[config.mk]
export PLATFORM = sky130hd
export DESIGN_NAME = irq_arbiter
export DESIGN_NICKNAME = d
export VERILOG_FILES = /design/src/rtl/irq_arb_pkg.sv /design/src/rtl/irq_gate.sv /design/src/rtl/irq_class_sel.sv /design/src/rtl/lsb_enc.sv /design/src/rtl/irq_arbiter.sv
export SDC_FILE = /design/constraint.sdc
export NUM_CORES = 1
export LEC_CHECK = 0
export ABC_AREA = 1
export BUFFER_PORTS_ARGS = -buffer_cell sky130_fd_sc_hd__buf_4
export CORE_MARGIN = 8
export CORE_UTILIZATION = 39
export DETAILED_ROUTE_END_ITERATION = 8
export GPL_TIMING_DRIVEN = 1
export PLACE_DENSITY = 0.79
export SYNTH_ARGS = -nofsm -noshare
export SYNTH_HDL_FRONTEND = slang
export SYNTH_HIERARCHICAL = 1
export SYNTH_SLANG_ARGS = --single-unit
[constraint.sdc]
create_clock -name clk -period 2.46 [get_ports clk]
set_input_delay 0.123 -clock clk [delete_from_list [all_inputs] [get_ports clk]]
set_output_delay 0.123 -clock clk [all_outputs]
set_load 0.005 [all_outputs]
[src/rtl/irq_arb_pkg.sv]
package irq_arb_pkg;
   typedef enum logic [1:0] {
      PRIV_U   = 2'd0,
      PRIV_S   = 2'd1,
      PRIV_RSV = 2'd2,
      PRIV_M   = 2'd3
   } priv_e;

   // standard interrupt bit numbers
   localparam int BIT_S_SOFT  = 1;
   localparam int BIT_M_SOFT  = 3;
   localparam int BIT_S_TIMER = 5;
   localparam int BIT_M_TIMER = 7;
   localparam int BIT_S_EXT   = 9;
   localparam int BIT_M_EXT   = 11;

   localparam int NUM_GROUPS  = 4;
endpackage

[src/rtl/irq_gate.sv]
module irq_gate
   import irq_arb_pkg::*;
#(
   parameter int NIRQ = 16
) (
   input  logic            clk,
   input  logic            rst_n,
   input  logic [NIRQ-1:0] pend,
   input  logic [NIRQ-1:0] en,
   input  logic [NIRQ-1:0] deleg,
   input  logic [1:0]      priv,
   input  logic            m_ie,
   input  logic            s_ie,
   input  logic            dbg,
   output logic [NIRQ-1:0] chosen
);
   logic [NIRQ-1:0] known;
   logic [NIRQ-1:0] live;
   logic [NIRQ-1:0] m_set;
   logic [NIRQ-1:0] s_set;
   logic            m_gate;
   logic            s_gate;

   for (genvar gi = 0; gi < NIRQ; gi++) begin : g_known
      assign known[gi] = (gi >= BIT_M_EXT) || (gi == BIT_S_SOFT) || (gi == BIT_M_SOFT)
                      || (gi == BIT_S_TIMER) || (gi == BIT_M_TIMER) || (gi == BIT_S_EXT);
   end

   always_comb begin
      m_gate = (priv != PRIV_M) || m_ie;
      s_gate = (priv == PRIV_U) || ((priv == PRIV_S) && s_ie);
      live   = pend & en & known;
      m_set  = live & ~deleg & {NIRQ{m_gate}};
      s_set  = live &  deleg & {NIRQ{s_gate}};
      if (dbg)
         chosen = '0;
      else if (|m_set)
         chosen = m_set;
      else
         chosen = s_set;
   end


   chosen_src_chk: assert property (@(posedge clk) disable iff (!rst_n)
      (chosen & ~(pend & en)) == '0);

   deleg_priv_chk: assert property (@(posedge clk) disable iff (!rst_n)
      (|(chosen & deleg)) |-> (priv == PRIV_U || priv == PRIV_S));
endmodule

[src/rtl/irq_class_sel.sv]
module irq_class_sel
   import irq_arb_pkg::*;
#(
   parameter int NIRQ = 16
) (
   input  logic            clk,
   input  logic            rst_n,
   input  logic [NIRQ-1:0] chosen,
   output logic [NIRQ-1:0] group_bits
);
   logic [NIRQ-1:0] cls_mask [NUM_GROUPS];
   logic [NIRQ-1:0] hit      [NUM_GROUPS];

   for (genvar gi = 0; gi < NIRQ; gi++) begin : g_mask
      assign cls_mask[0][gi] = (gi >= BIT_M_EXT);
      assign cls_mask[1][gi] = (gi == BIT_S_EXT)   || (gi == BIT_M_EXT);
      assign cls_mask[2][gi] = (gi == BIT_S_SOFT)  || (gi == BIT_M_SOFT);
      assign cls_mask[3][gi] = (gi == BIT_S_TIMER) || (gi == BIT_M_TIMER);
   end

   for (genvar gg = 0; gg < NUM_GROUPS; gg++) begin : g_hit
      assign hit[gg] = chosen & cls_mask[gg];
   end

   always_comb begin
      group_bits = '0;
      for (int g = NUM_GROUPS - 1; g >= 0; g--) begin
         if (|hit[g]) group_bits = hit[g];
      end
   end


   grp_rank_chk: assert property (@(posedge clk) disable iff (!rst_n)
      (|(chosen & cls_mask[0])) |-> ((group_bits & ~cls_mask[0]) == '0));
endmodule

[src/rtl/lsb_enc.sv]
module lsb_enc #(
   parameter int N  = 16,
   parameter int IW = (N > 1) ? $clog2(N) : 1
) (
   input  logic          clk,
   input  logic          rst_n,
   input  logic [N-1:0]  vec,
   output logic [IW-1:0] idx,
   output logic          any
);
   logic [N:0]   below;
   logic [N-1:0] grant;

   assign below[0] = 1'b0;
   for (genvar gi = 0; gi < N; gi++) begin : g_chain
      assign below[gi+1] = below[gi] | vec[gi];
      assign grant[gi]   = vec[gi] & ~below[gi];
   end

   always_comb begin
      idx = '0;
      for (int i = 0; i < N; i++) begin
         if (grant[i]) idx = idx | IW'(i);
      end
   end

   assign any = below[N];


   grant_onehot_chk: assert property (@(posedge clk) disable iff (!rst_n)
      $onehot0(grant));

   grant_any_chk: assert property (@(posedge clk) disable iff (!rst_n)
      any |-> $countones(grant) == 1);
endmodule

[src/rtl/irq_arbiter.sv]
module irq_arbiter
   import irq_arb_pkg::*;
#(
   parameter int XLEN = 64,
   parameter int NIRQ = 16
) (
   input  logic            clk,
   input  logic            rst_n,
   input  logic [NIRQ-1:0] irq_pend,
   input  logic [NIRQ-1:0] irq_en,
   input  logic [NIRQ-1:0] irq_deleg,
   input  logic [1:0]      cur_priv,
   input  logic            m_ie,
   input  logic            s_ie,
   input  logic            dbg_mode,
   output logic            trap_req,
   output logic [XLEN-1:0] trap_cause
);
   localparam int IW = $clog2(NIRQ);

   if (XLEN != 32 && XLEN != 64) begin : g_bad_xlen
      $error("irq_arbiter: XLEN must be 32 or 64");
   end
   if (NIRQ < BIT_M_EXT + 1 || NIRQ > XLEN) begin : g_bad_nirq
      $error("irq_arbiter: NIRQ must lie between 12 and XLEN");
   end

   logic [NIRQ-1:0] chosen;
   logic [NIRQ-1:0] group_bits;
   logic [IW-1:0]   win_idx;
   logic            win_any;
   logic            req_q;

   irq_gate #(.NIRQ(NIRQ)) u_gate (
      .clk(clk), .rst_n(rst_n),
      .pend(irq_pend), .en(irq_en), .deleg(irq_deleg),
      .priv(cur_priv), .m_ie(m_ie), .s_ie(s_ie), .dbg(dbg_mode),
      .chosen(chosen)
   );

   irq_class_sel #(.NIRQ(NIRQ)) u_cls (
      .clk(clk), .rst_n(rst_n),
      .chosen(chosen), .group_bits(group_bits)
   );

   lsb_enc #(.N(NIRQ), .IW(IW)) u_enc (
      .clk(clk), .rst_n(rst_n),
      .vec(group_bits), .idx(win_idx), .any(win_any)
   );

   always_comb begin
      trap_cause = '0;
      if (win_any) begin
         trap_cause[XLEN-1] = 1'b1;
         trap_cause[IW-1:0] = win_idx;
      end
   end

   always_ff @(posedge clk or negedge rst_n) begin
      if (!rst_n) req_q <= 1'b0;
      else        req_q <= win_any;
   end

   assign trap_req = req_q;


   dbg_block_chk: assert property (@(posedge clk) disable iff (!rst_n)
      dbg_mode |=> !trap_req);

   cause_fmt_chk: assert property (@(posedge clk) disable iff (!rst_n)
      trap_cause[XLEN-1] |-> (trap_cause[XLEN-2:IW] == '0));

   req_follow_chk: assert property (@(posedge clk) disable iff (!rst_n)
      trap_req |-> $past(trap_cause[XLEN-1]));

   idx_range_chk: assert property (@(posedge clk) disable iff (!rst_n)
      trap_cause[XLEN-1] |-> (int'(trap_cause[IW-1:0]) < NIRQ));
endmodule

==> results.txt <==
Result of the run - complete, but fails checks
Failing checks - negative setup slack
Worst hold path type - primary input to async pin
Initial antenna violation count - 0
Worst hold margin - 0.4466 ns
Via Count - 1600
Layout cells sized above 1 - 0.4387
Placed Cells - 356
VDD IR max - 0.07957 mV
Post-Route WL - 4473 um
Pwr dens - 207.9 nW/um2
DR iter-0 viols - 52
Die area - 5637 um2
Largest net degree at the start of global routing - 11
Setup CP Type - primary input to primary output
CP top delay family - simple AND/OR/NAND/NOR gates
Netlist Area Pre-Place - 1361 um2
RSZ-0062 raised after global routing - yes
Final setup viols - 6
Wirelength per Cell - 12.02 um
Commonest non-fill, non-tap cell in the layout - buf_4
Avg Cell Area, Syn - 5.381 um2
Slowest-stage cell, CP - nor2_4
Placer Congestion - 0.7837
Die width - 75.08 um
Critical Path RT - 2.34 ns
Overall Power - 0.4214 mW
Ant diodes - 0
Finished Layout Cells - 372
Setup TNS - -1.161 ns
HPWL after detailed placement - 2908 um
Critical path launch point type - primary input
GRT overflow - 0
Worst Path Buf+Inv - 5
First-pass iteration count of the detailed router - 5
CP Cell Sequence - buf_8, inv_8, nand3_4, nand2_4, nand3_4, nor2_4, nand2_4, buf_6, nand2_1, nand2_1, nor2_2, nor2_2, nand3_1, nor2_4, nor2_2, nand2_1, nor2_4, nand3_4, nor2_4, nand2_2, nand2_1, nand2_1, inv_1, buf_4
# fillers - 289
Initial Util - 0.4079
Ports - 120
Worst setup path start - m_ie
Post-route ant nets - 0
DP Area - 1628 um2
Max_cap viols - 0
Most frequent cell on the critical path - nand2_1
Final instance area - 2027 um2
Critical path peak fanout - 7
Final period util - 1.106
Worst EP arrival - 2.60 ns
Tmin final - 2.722 ns
DR DRC count - 0
Max reg flops - 1
Clock transition at path regs - 0 ns
Fmax - 367.4 MHz
Core Region - 3337 um2
Fin. Hold Viols - 0
Most frequent cells in the layout - buf_4 (75), conb_1 (65), nand2_1 (50)
Total Routing Usage GR - 0.1175
Via density - 4.301
Setup ws final - -0.2619 ns
Number of port buffers - 42
FP Rows - 21
Ys Warns - 6
Slowest cell delay on critical path - 0.19 ns
First-pass GRT wire length - 5630 um
Layout area overhead - 48.90%
Final net count - 383
Vias in the first global route - 1439
Leak - 1.125 nW
Critical Path End Type - primary output
Post-Syn Instances - 253
Fin. max-slew vios - 0
DIE HEIGHT - 75.08 um
-- layer usage --
layer  part of all wire  track usage  routed length (um)
met1               0.32       0.1240                1427
met2               0.57       0.2457                2533
met3               0.10      0.01465                 466
met4              0.010     0.002174                  46
met5                  0            0                   0
-- report_power, final --
group	internal, mW	leakage (nW)	total [mW]	switching [mW]
Combinational	0.176	1.12	0.404	0.228
Clock	0	0	0	0
Sequential	0.0169	0.00878	0.0169	0.0000486
Total	0.193	1.12	0.421	0.228
-- path summary, 6_finish.rpt --
kind | endpoint | cells after the start
min in group clk | trap_req | 1
setup / recovery | trap_cause[0] | 24
hold / removal | trap_req | 2
max in group asynchronous | trap_req | 2
-- metrics by stage --
| stage | utilization | setup WS [ns] |
|---|---|---|
| 6_report | 0.6074 | -0.2619 |
| 5_1_grt | 0.6074 | -0.4292 |
| 4_1_cts | 0.5474 | -0.08032 |
| 3_5_place_dp | 0.4878 | -0.2684 |
| 3_3_place_gp | 0.4878 | -0.1865 |
| 2_1_floorplan | - | 0.2509 |
-- final cells by class --
class / instances / area (um2) / share of cell area
multi-input cells: 219 / 1201 / 0.5926
flip-flops and latches: 1 / 25.02 / 0.01235
inverters: 24 / 98.84 / 0.04877
repair buffers: 82 / 644.4 / 0.3179
well taps: 46 / 57.56 / 0.02840
-- timing repair --
action                                 CTS  global route
endpoints found under the hold margin    1             0
pin swaps                               30            30
gates cloned                             1             0
gates resized for setup                 42            37
buffers inserted                         7             8
setup endpoints to repair                6             6
hold buffers                             1             0
(Power assumes the default switching activity.)
